--- src/rtl/hbus_pkg.sv ---
package hbus_pkg;

    localparam int CA_BYTES = 6;
    localparam int CA_W     = 8 * CA_BYTES;
    localparam int ADDR_W   = 32;

    typedef enum logic [2:0] {
        ST_IDLE,
        ST_CA,
        ST_LAT,
        ST_DATA,
        ST_GAP
    } hb_state_e;

    typedef struct packed {
        logic              write;
        logic              regsp;
        logic              linear;
        logic [ADDR_W-1:0] addr;
    } hb_cmd_t;

    // 48-bit command word; bit 35 carries addr[22] (die select)
    function automatic logic [CA_W-1:0] hb_make_ca(hb_cmd_t c);
        return {~c.write, c.regsp, c.linear, c.addr[31:3], 13'd0, c.addr[2:0]};
    endfunction

    function automatic logic [7:0] hb_ca_byte(logic [CA_W-1:0] ca, logic [2:0] idx);
        logic [7:0] b;
        b = 8'h00;
        for (int i = 0; i < CA_BYTES; i++) begin
            if (idx == 3'(i)) b = ca[8*(CA_BYTES-1-i) +: 8];
        end
        return b;
    endfunction

endpackage

--- src/rtl/hbus_fsm.sv ---
module hbus_fsm
    import hbus_pkg::*;
#(
    parameter int LAT_CYC = 24,
    parameter int GAP_CYC = 2,
    parameter int LEN_W   = 8
) (
    input  logic             clk,
    input  logic             rst,
    input  logic             start,
    input  logic             is_write,
    input  logic             skip_lat,
    input  logic [LEN_W-1:0] len,
    input  logic             rd_step,
    output hb_state_e        state,
    output logic [2:0]       ca_idx,
    output logic             first_gap
);

    localparam int CNT_W = $clog2(LAT_CYC + (1 << LEN_W) + GAP_CYC + CA_BYTES);
    localparam logic [CNT_W-1:0] CA_LAST  = CNT_W'(CA_BYTES - 1);
    localparam logic [CNT_W-1:0] LAT_LAST = CNT_W'(LAT_CYC - 1);
    localparam logic [CNT_W-1:0] GAP_LAST = CNT_W'(GAP_CYC - 1);

    logic [CNT_W-1:0] cnt;
    logic [CNT_W-1:0] data_last;
    logic             data_step;

    assign data_last = CNT_W'(len) - 1'b1;
    assign data_step = is_write || rd_step;

    always_ff @(posedge clk) begin
        if (rst) begin
            state <= ST_IDLE;
            cnt   <= '0;
        end else begin
            unique case (state)
                ST_IDLE: begin
                    if (start) begin
                        state <= ST_CA;
                        cnt   <= '0;
                    end
                end
                ST_CA: begin
                    if (cnt == CA_LAST) begin
                        cnt   <= '0;
                        state <= skip_lat ? ST_DATA : ST_LAT;
                    end else begin
                        cnt <= cnt + 1'b1;
                    end
                end
                ST_LAT: begin
                    if (cnt == LAT_LAST) begin
                        cnt   <= '0;
                        state <= ST_DATA;
                    end else begin
                        cnt <= cnt + 1'b1;
                    end
                end
                ST_DATA: begin
                    if (data_step) begin
                        if (cnt == data_last) begin
                            cnt   <= '0;
                            state <= ST_GAP;
                        end else begin
                            cnt <= cnt + 1'b1;
                        end
                    end
                end
                ST_GAP: begin
                    if (cnt == GAP_LAST) begin
                        cnt   <= '0;
                        state <= ST_IDLE;
                    end else begin
                        cnt <= cnt + 1'b1;
                    end
                end
                default: begin
                    state <= ST_IDLE;
                    cnt   <= '0;
                end
            endcase
        end
    end

    assign ca_idx    = cnt[2:0];
    assign first_gap = (state == ST_GAP) && (cnt == '0);

endmodule

--- src/rtl/hbus_ckgen.sv ---
module hbus_ckgen (
    input  logic clk,
    input  logic rst,
    input  logic run,
    output logic ck_o
);

    logic ck_q;

    always_ff @(posedge clk) begin
        if (rst || !run) ck_q <= 1'b0;
        else             ck_q <= ~ck_q;
    end

    assign ck_o = ck_q & run;

endmodule

--- src/rtl/hbus_rd_capture.sv ---
module hbus_rd_capture (
    input  logic       clk,
    input  logic       rst,
    input  logic       arm,
    input  logic       rwds_i,
    input  logic [7:0] dq_i,
    output logic       byte_ok,
    output logic [7:0] rd_data,
    output logic       rd_valid
);

    logic rwds_q;

    assign byte_ok = arm && (rwds_i != rwds_q);

    always_ff @(posedge clk) begin
        if (rst) begin
            rwds_q   <= 1'b0;
            rd_valid <= 1'b0;
            rd_data  <= 8'h00;
        end else begin
            rwds_q   <= rwds_i;
            rd_valid <= byte_ok;
            if (byte_ok) rd_data <= dq_i;
        end
    end

endmodule

--- src/rtl/hbus_ctrl.sv ---
module hbus_ctrl
    import hbus_pkg::*;
#(
    parameter int LATENCY = 6,
    parameter int GAP_CYC = 2,
    parameter int LEN_W   = 8
) (
    input  logic             clk,
    input  logic             rst,
    input  logic             req_valid,
    output logic             req_ready,
    input  logic             req_write,
    input  logic             req_reg,
    input  logic             req_linear,
    input  logic [31:0]      req_addr,
    input  logic [LEN_W-1:0] req_len,
    input  logic [7:0]       wr_data,
    input  logic             wr_mask,
    output logic             wr_take,
    output logic [7:0]       rd_data,
    output logic             rd_valid,
    output logic             done_o,
    output logic             cs_n,
    output logic             ck_o,
    output logic [7:0]       dq_o,
    output logic             dq_oe,
    input  logic [7:0]       dq_i,
    output logic             rwds_o,
    output logic             rwds_oe,
    input  logic             rwds_i
);

    // fixed latency: doubled, two system cycles per bus clock
    localparam int LAT_CYC = 4 * LATENCY;
    localparam logic [LEN_W-1:0] REG_LEN = LEN_W'(2);

    hb_cmd_t          cmd_q;
    logic [LEN_W-1:0] len_q;
    hb_state_e        state;
    logic [2:0]       ca_idx;
    logic             first_gap;
    logic             start;
    logic             rd_step;
    logic             in_frame;
    logic             wr_phase;
    logic             rd_phase;
    logic             reg_wr;
    logic [CA_W-1:0]  ca_word;

    assign req_ready = (state == ST_IDLE);
    assign start     = req_valid && req_ready;

    always_ff @(posedge clk) begin
        if (rst) begin
            cmd_q <= '0;
            len_q <= '0;
        end else if (start) begin
            cmd_q.write  <= req_write;
            cmd_q.regsp  <= req_reg;
            cmd_q.linear <= req_linear;
            cmd_q.addr   <= req_addr;
            len_q        <= (req_write && req_reg) ? REG_LEN : req_len;
        end
    end

    assign reg_wr  = cmd_q.write && cmd_q.regsp;
    assign ca_word = hb_make_ca(cmd_q);

    hbus_fsm #(
        .LAT_CYC (LAT_CYC),
        .GAP_CYC (GAP_CYC),
        .LEN_W   (LEN_W)
    ) u_fsm (
        .clk       (clk),
        .rst       (rst),
        .start     (start),
        .is_write  (cmd_q.write),
        .skip_lat  (reg_wr),
        .len       (len_q),
        .rd_step   (rd_step),
        .state     (state),
        .ca_idx    (ca_idx),
        .first_gap (first_gap)
    );

    assign in_frame = (state == ST_CA) || (state == ST_LAT) || (state == ST_DATA);
    assign wr_phase = (state == ST_DATA) && cmd_q.write;
    assign rd_phase = (state == ST_DATA) && !cmd_q.write;

    hbus_ckgen u_ck (
        .clk  (clk),
        .rst  (rst),
        .run  (in_frame),
        .ck_o (ck_o)
    );

    hbus_rd_capture u_rd (
        .clk      (clk),
        .rst      (rst),
        .arm      (rd_phase),
        .rwds_i   (rwds_i),
        .dq_i     (dq_i),
        .byte_ok  (rd_step),
        .rd_data  (rd_data),
        .rd_valid (rd_valid)
    );

    always_comb begin
        cs_n    = !in_frame;
        dq_oe   = 1'b0;
        dq_o    = 8'h00;
        rwds_oe = 1'b0;
        rwds_o  = 1'b0;
        wr_take = 1'b0;
        if (state == ST_CA) begin
            dq_oe = 1'b1;
            dq_o  = hb_ca_byte(ca_word, ca_idx);
        end else if (wr_phase) begin
            dq_oe   = 1'b1;
            dq_o    = wr_data;
            wr_take = 1'b1;
            if (!cmd_q.regsp) begin
                rwds_oe = 1'b1;
                rwds_o  = wr_mask;
            end
        end
    end

    assign done_o = first_gap;

endmodule

--- config.mk ---
export PLATFORM = sky130hd
export DESIGN_NAME = hbus_ctrl
export DESIGN_NICKNAME = d
export VERILOG_FILES = /design/src/rtl/hbus_pkg.sv /design/src/rtl/hbus_fsm.sv /design/src/rtl/hbus_ckgen.sv /design/src/rtl/hbus_rd_capture.sv /design/src/rtl/hbus_ctrl.sv
export SDC_FILE = /design/constraint.sdc
export NUM_CORES = 1
export LEC_CHECK = 0
export BUFFER_PORTS_ARGS = -buffer_cell sky130_fd_sc_hd__buf_2
export CELL_PAD_IN_SITES_DETAIL_PLACEMENT = 0
export CELL_PAD_IN_SITES_GLOBAL_PLACEMENT = 2
export CORE_MARGIN = 10
export CORE_UTILIZATION = 30
export CTS_BUF_LIST = sky130_fd_sc_hd__clkbuf_8
export DETAILED_ROUTE_END_ITERATION = 8
export GPL_ROUTABILITY_DRIVEN = 0
export PLACE_DENSITY_LB_ADDON = 0.1
export SYNTH_ARGS = -nofsm -noshare
export SYNTH_HDL_FRONTEND = slang
export SYNTH_SLANG_ARGS = --single-unit
--- constraint.sdc ---
create_clock -name clk -period 2.6 [get_ports clk]
set_input_delay 0.26 -clock clk [delete_from_list [all_inputs] [get_ports clk]]
set_output_delay 0.26 -clock clk [all_outputs]
set_load 0.02 [all_outputs]
# After elaboration in Yosys (flattened, before gate mapping)
# Index checks and enable logic that the tools add are counted.
[totals]
ff_bits = 66
input_bits = 64
out_inout_bits = 25
word_cells = 87
[classes]
n_addsub = 2
n_eq_ne = 20
n_mux = 33
bitwise_logic = 3
n_reduce_logical = 18
[ops]
columns = ["operator", "n"]
rows = [
  ["$mux 8", 9],
  ["$mux 9", 6],
  ["$pmux 9 s5", 1],
  ["$mux 3", 6],
  ["$pmux 3 s5", 1],
  ["$eq 3x2->1 const B", 4],
  ["$ne 2x1->1 const B", 6],
  ["$mux 1", 10],
  ["$add 9x1->9 const B", 1],
  ["$eq 3x3->1 const B", 3],
  ["$eq 9x1->1 const B", 1],
  ["$eq 9x3->1 const B", 1],
  ["$eq 9x5->1 const B", 1],
  ["$eq 9x9->1", 1],
  ["$logic_not 9->1", 1],
  ["$sub 8x1->9 const B", 1],
  ["$logic_and 1x1->1", 7],
  ["$eq 3x1->1 const B", 2],
  ["$logic_not 3->1", 2],
  ["$reduce_and 6->1", 1],
  ["$logic_or 1x1->1", 4],
  ["$logic_not 1->1", 2],
  ["$not 1->1", 2],
  ["$reduce_and 2->1", 1],
  ["other kinds (2)", 2],
]

# Longest topological paths before layout
[depth]
word_depth = 8
depth_mapped = 10

# Cells and area by module
# Synthesis repeated with hierarchy kept, for this count alone.
[hier_totals]
hier_cells = 451
hier_area_um2 = 3592.2
[modules_own_cells]
columns = ["mod", "n_inst", "cells_per_inst", "area_per_inst_um2", "seq_area_each_um2"]
rows = [
  ["hbus_ctrl", 1, 260, 2011.9, 860.8],
  ["hbus_fsm", 1, 147, 1126.1, 240.2],
  ["hbus_rd_capture", 1, 41, 415.4, 200.2],
  ["hbus_ckgen", 1, 3, 38.8, 20.0],
]

# Worst setup path after synthesis
# No wires, ideal clock.
[synth_timing]
path_type = "reg-to-output"
startpoint = "reg u_fsm.cnt[0]"
endpoint = "out dq_o[2]"
arrival_ns = 1.899
setup_slack_ns = 0.441
stages_incl_launch_ff = 7
path_cell_list = "dfxtp_1 > ha_1 > ha_1 > clkbuf_1 > nor2_1 > a222oi_1 > o21ai_0"
[synth_between]
elab_chain_len = 8
word_cells_on_any_way = 13
classes_between = "5 x eq/ne; 7 x mux; 1 x reduce/logical"
[synth_lines]
columns = ["element", "line", "source"]
rows = [
  ["start: declaration", "hbus_fsm.sv:25", "logic [CNT_W-1:0] cnt;"],
  ["start signal: assignment", "hbus_fsm.sv:49", "cnt <= cnt + 1'b1;"],
  ["start signal: assignment", "hbus_fsm.sv:57", "cnt <= cnt + 1'b1;"],
  ["start signal: assignment", "hbus_fsm.sv:66", "cnt <= cnt + 1'b1;"],
  ["$logic_not 3->1", "hbus_pkg.sv:31", "if (idx == 3'(i)) b = ca[8*(CA_BYTES-1-i) +: 8];"],
  ["$mux 8 (5 in series)", "hbus_pkg.sv:31", ""],
  ["$mux 8 (*)", "hbus_pkg.sv:31", ""],
  ["$mux 8 (*)", "hbus_ctrl.sv:115", "if (state == ST_CA) begin"],
  ["end: declaration", "hbus_ctrl.sv:25", "output logic [7:0] dq_o,"],
]
# Mark *: on every way between the ends. The rest lies on a longest branch, timed or not.

# Final worst setup path
[layout_timing]
startpoint = "reg u_fsm.cnt[1]"
endpoint = "out dq_o[1]"
# The elaborated chain is that of the path after synthesis.

==> metrics.txt <==
# TYPE chip_impl_metric gauge
chip_impl_metric{name="cp_num_cells",unit=""} 8
chip_impl_metric{name="grt_max_degree",unit=""} 45
chip_impl_metric{name="min_path_cells",unit=""} 3
chip_impl_metric{name="synth.avg_cell_area",unit="um^2"} 7.519
chip_impl_info{name="slowest_stage",value="sky130_fd_sc_hd__a222oi_1"} 1
chip_impl_info{name="grt_setup_unrepaired",value="false"} 1
chip_impl_metric{name="fmax",unit="MHz"} 411.6
chip_impl_metric{name="filler_instances",unit=""} 1189
chip_impl_metric{name="groute.usage.overall",unit="%"} 13.06
chip_impl_metric{name="worstSkewPairLatency",unit="ns"} 0.34
chip_impl_metric{name="finish.instance_area",unit="um^2"} 4138
chip_impl_metric{name="layout_worst_path_cycle_share",unit="%"} 93.45
chip_impl_info{name="min-delay-path-class",value="input pin to flip-flop"} 1
chip_impl_metric{name="cts_num_sinks",unit=""} 66
chip_impl_metric{name="crit_path_max_incr_delay",unit="ns"} 0.42
chip_impl_info{name="cp_cell_sequence",value="inv_2 -> ha_2 -> buf_6 -> o21ai_0 -> and2_1 -> a222oi_1 -> o21ai_1 -> buf_2"} 1
chip_impl_metric{name="timing.max_slew.rel_slack",unit="%"} 52.64
chip_impl_metric{name="floorplan.initialDensity",unit="%"} 30.59
chip_impl_metric{name="clkSlewWorstSetupHoldPaths",unit="ns"} 0.08
chip_impl_info{name="outcome",value="completed"} 1
chip_impl_info{name="startpoint_type",value="flip-flop"} 1
chip_impl_metric{name="first_pass_iters",unit=""} 4
chip_impl_metric{name="drt-vias-per-instance",unit=""} 4.827
chip_impl_metric{name="worst_pin_slew",unit="ns"} 0.7103
chip_impl_metric{name="postSynthCellCount",unit=""} 441
chip_impl_metric{name="netlist_area",unit="um^2"} 3316
chip_impl_metric{name="worst-r2r-cell-count",unit=""} 8
chip_impl_metric{name="wl_per_cell",unit="um"} 15.84
chip_impl_metric{name="intPower",unit="mW"} 2.111
chip_impl_metric{name="chipHeight",unit="um"} 125.1
chip_impl_metric{name="synth_edf_count",unit=""} 0
chip_impl_metric{name="synth_async_sr_flop_share",unit="%"} 0
chip_impl_metric{name="timing.max_cap.violations",unit=""} 0
chip_impl_metric{name="power.ir.vdd_worst",unit="V"} 0.0003084
chip_impl_metric{name="global_route.overflow_total",unit=""} 0
chip_impl_metric{name="worst-r2r-setup-slack",unit="ns"} 0.25
chip_impl_metric{name="max-clock-path-buffers",unit=""} 2
chip_impl_metric{name="antenna_found_initial",unit=""} 0
chip_impl_metric{name="drcViolationCount",unit=""} 0
chip_impl_metric{name="std_cell_rows",unit=""} 38
chip_impl_metric{name="worst-endpoint-arrival",unit="ns"} 2.17
chip_impl_metric{name="cts_buffers",unit=""} 9
chip_impl_metric{name="setup_viol",unit=""} 0
chip_impl_metric{name="antennaDiodeCount",unit=""} 0
chip_impl_metric{name="final_period_minus_worst_setup_slack",unit="ns"} 2.430
chip_impl_metric{name="seq_area_frac_synth",unit="%"} 39.85
chip_impl_metric{name="clockPowerShare",unit="%"} 26.2
chip_impl_metric{name="ys_seq_elements",unit=""} 66
chip_impl_info{name="tritoncts_clock_tree",value="yes"} 1
chip_impl_metric{name="boundaryPins",unit=""} 89
chip_impl_metric{name="num_vias",unit=""} 3210
chip_impl_metric{name="worst-path-buf-inv",unit=""} 3
chip_impl_metric{name="synth_fp_nets",unit=""} 511
chip_impl_metric{name="power.combinational.fraction",unit="%"} 35.9
chip_impl_metric{name="final_layout_size_suffix_gt1_share",unit="%"} 24.95
chip_impl_metric{name="yosysUniqueCellTypes",unit=""} 45
chip_impl_info{name="cp-endpoint",value="dq_o[1]"} 1
chip_impl_metric{name="yosysWarningCount",unit=""} 0
chip_impl_metric{name="finalClockSkew",unit="ns"} 0.007714
chip_impl_metric{name="final_hold_viol_count",unit=""} 0
chip_impl_metric{name="critical_path.max_fanout",unit=""} 9
chip_impl_info{name="end_kind",value="primary output"} 1
chip_impl_info{name="critical_path.top_delay_family",value="compound AO/OA/AOI/OAI gates"} 1
chip_impl_info{name="r2r_end",value="u_fsm.state[1]$_SDFFE_PP0P_"} 1
chip_impl_metric{name="die_area",unit="um^2"} 15660
chip_impl_metric{name="synthToLayoutAreaGrowth",unit="%"} 24.79
chip_impl_info{name="critical_path_source",value="u_fsm.cnt[1]$_SDFFE_PP0P_"} 1
chip_impl_metric{name="switchingPower",unit="mW"} 1.314
chip_impl_metric{name="slew_viol_final",unit=""} 0
chip_impl_info{name="synthFlopType",value="sky130_fd_sc_hd__dfxtp_1"} 1
chip_impl_metric{name="timing.critical_path.required",unit="ns"} 2.34
chip_impl_info{name="critical_path.reg2reg.startpoint",value="u_fsm.cnt[1]$_SDFFE_PP0P_"} 1
chip_impl_info{name="clk_root_buffer_cell",value="sky130_fd_sc_hd__clkbuf_8"} 1
chip_impl_metric{name="power.switching_fraction",unit="%"} 38.36
chip_impl_metric{name="cts-htree-levels",unit=""} 3
chip_impl_metric{name="sequentialPowerShare",unit="%"} 37.9
chip_impl_metric{name="number_of_global_route_vias_before_repair",unit=""} 3321
chip_impl_metric{name="hold_ws",unit="ns"} 0.1454
chip_impl_metric{name="placed_area",unit="um^2"} 3890
chip_impl_metric{name="antenna_violating_nets_post_route",unit=""} 0
chip_impl_metric{name="wire_length_of_the_first_global_routing_pass",unit="um"} 17060
chip_impl_metric{name="core-area",unit="um^2"} 10840
chip_impl_metric{name="timing.setup.tns",unit="ns"} 0
chip_impl_metric{name="cellLeakagePower",unit="nW"} 1.721
chip_impl_info{name="worst-setup-path-type",value="flip-flop to primary output"} 1
chip_impl_metric{name="power-per-cell-area",unit="nW/um^2"} 827.8
chip_impl_metric{name="dpl.hpwl",unit="um"} 7797
chip_impl_metric{name="dr.first_iter.drc_count",unit=""} 234
chip_impl_metric{name="drt-total-wl",unit="um"} 10540
chip_impl_metric{name="num-nets-final",unit=""} 591
chip_impl_metric{name="portBuffers",unit=""} 88
chip_impl_metric{name="chipWidth",unit="um"} 125.1
-- cell families after synthesis --
| logic type | after synthesis | share of synthesized area, % |
|---|---|---|
| compound gates | 100 | 18.94 |
| mux | 10 | 3.019 |
| fa+ha+maj | 6 | 2.264 |
| simple gates | 208 | 27.89 |
| buf+inv | 37 | 4.339 |
| flops | 66 | 39.85 |
| xor+xnor | 14 | 3.698 |
-- through the flow --
step	std cells	power (mW)	setup slack, ns	utilization [%]
after global placement	649	2.516	0.2012	35.88
after detailed placement	649	2.523	0.2098	35.88
after CTS	664	3.446	0.02636	37.83
after floorplan	441	2.124	0.4410	-
after global routing	665	3.677	0.003342	38.17
final	665	3.425	0.1702	38.17
-- how the worst min path moves through the flow --
stage                                    start                            to
final                                  dq_i[0]  u_rd.rd_data[0]$_SDFFE_PP0P_
after global routing              req_addr[24]      ca_word[37]$_SDFFE_PP0P_
after CTS                              dq_i[0]  u_rd.rd_data[0]$_SDFFE_PP0P_
after detailed placement  u_ck.ck_q$_SDFF_PP0_          u_ck.ck_q$_SDFF_PP0_
after global placement    u_ck.ck_q$_SDFF_PP0_          u_ck.ck_q$_SDFF_PP0_
after floorplan                         rwds_i        u_rd.rwds_q$_SDFF_PP0_
-- registers in the layout, summed over array words and instances, names as in the netlist --
register       cells
ca_word           34
u_fsm.cnt          9
len_q              8
u_rd.rd_data       8
u_fsm.state        3
cmd_q              1
u_ck.ck_q          1
u_rd.rd_valid      1
u_rd.rwds_q        1
-- tightest hold or removal path, delay by kind of cell --
kind / cells / cell delay [ns]
mux: 1 / 0.05
simple gates: 1 / 0.07
buf+inv: 1 / 0.07
-- cells in the mapped netlist (all sizes together), types with 2 or more instances --
library cell,count,area (um^2)
and2,4,25.02
nor2b,2,12.51
a22oi,8,60.06
a21o,2,15.01
nand2,122,457.9
nand4,3,18.77
or3,3,18.77
a21oi,56,284.0
nand3b,4,33.78
or2,6,37.54
nor3,14,75.07
nor3b,4,30.03
o21ai,16,80.08
a222oi,2,20.02
nor2,28,105.1
clkbuf,22,82.58
ha,6,75.07
o311ai,2,52.55
a31oi,4,25.02
buf,5,23.77
nor4,3,25.02
inv,9,33.78
xnor2,7,61.31
xor2,7,61.31
mux2i,10,100.1
a211oi,3,22.52
nand3,12,60.06
dfxtp,66,1321
-- what timing repair did --
action,in CTS,in global routing
cloned,0,1
endpoints found under the hold margin,0,0
endpoints found under the setup margin,8,7
pin swaps,0,2
hold buffers,0,0
resized for setup,5,10
setup buffers,0,0
-- final cells by class --
| class | instances | area (um^2) | share of cell area (%) |
|---|---|---|---|
| flip-flops and latches | 66 | 1325 | 32.02 |
| clock inverters | 4 | 51.30 | 1.240 |
| clock buffers | 11 | 151.4 | 3.659 |
| repair buffers | 96 | 514.2 | 12.43 |
| inverters | 10 | 37.54 | 0.9072 |
| multi-input cells | 338 | 1883 | 45.51 |
| well taps | 140 | 175.2 | 4.233 |
-- layer usage --
layer / part of all wire [%] / global-route usage (%)
met5: 0 / 0
met4: 0.54 / 2.236
met3: 5.8 / 4.394
met2: 45 / 20.39
met1: 49 / 17.26
-- layout by cell type (no fill, tap or decap), types with 2 or more instances in the layout --
cell / Yosys / layout
sky130_fd_sc_hd__a211oi_1: 3 / 3
sky130_fd_sc_hd__a21o_1: 2 / 2
sky130_fd_sc_hd__a21oi_1: 55 / 55
sky130_fd_sc_hd__a222oi_1: 2 / 2
sky130_fd_sc_hd__a22oi_1: 8 / 8
sky130_fd_sc_hd__a31oi_1: 4 / 4
sky130_fd_sc_hd__and2_1: 4 / 4
sky130_fd_sc_hd__buf_2: 4 / 89
sky130_fd_sc_hd__buf_4: 0 / 5
sky130_fd_sc_hd__clkbuf_8: 0 / 11
sky130_fd_sc_hd__dfxtp_1: 66 / 63
sky130_fd_sc_hd__dfxtp_2: 0 / 3
sky130_fd_sc_hd__ha_1: 6 / 2
sky130_fd_sc_hd__ha_2: 0 / 2
sky130_fd_sc_hd__ha_4: 0 / 2
sky130_fd_sc_hd__inv_1: 9 / 8
sky130_fd_sc_hd__mux2i_1: 10 / 10
sky130_fd_sc_hd__nand2_1: 122 / 122
sky130_fd_sc_hd__nand3_1: 12 / 12
sky130_fd_sc_hd__nand3b_1: 3 / 3
sky130_fd_sc_hd__nand4_1: 3 / 3
sky130_fd_sc_hd__nor2_1: 28 / 27
sky130_fd_sc_hd__nor2b_1: 2 / 2
sky130_fd_sc_hd__nor3_1: 13 / 13
sky130_fd_sc_hd__nor3b_1: 4 / 4
sky130_fd_sc_hd__nor4_1: 2 / 2
sky130_fd_sc_hd__o21ai_0: 16 / 13
sky130_fd_sc_hd__o21ai_1: 0 / 3
sky130_fd_sc_hd__o311ai_4: 2 / 2
sky130_fd_sc_hd__or2_1: 3 / 3
sky130_fd_sc_hd__or2_2: 3 / 3
sky130_fd_sc_hd__or3_1: 3 / 3
sky130_fd_sc_hd__xnor2_1: 7 / 7
sky130_fd_sc_hd__xor2_1: 7 / 7
-- power groups by stage --
stage / Clock [mW] / Combinational [mW] / Sequential, mW
global route: 0.973 / 1.39 / 1.32
detailed placement: 0 / 1.21 / 1.32
floorplan: 0 / 0.854 / 1.27
global placement: 0 / 1.20 / 1.32
finish: 0.897 / 1.23 / 1.30
CTS: 0.937 / 1.21 / 1.30
(Power assumes the default switching activity.)
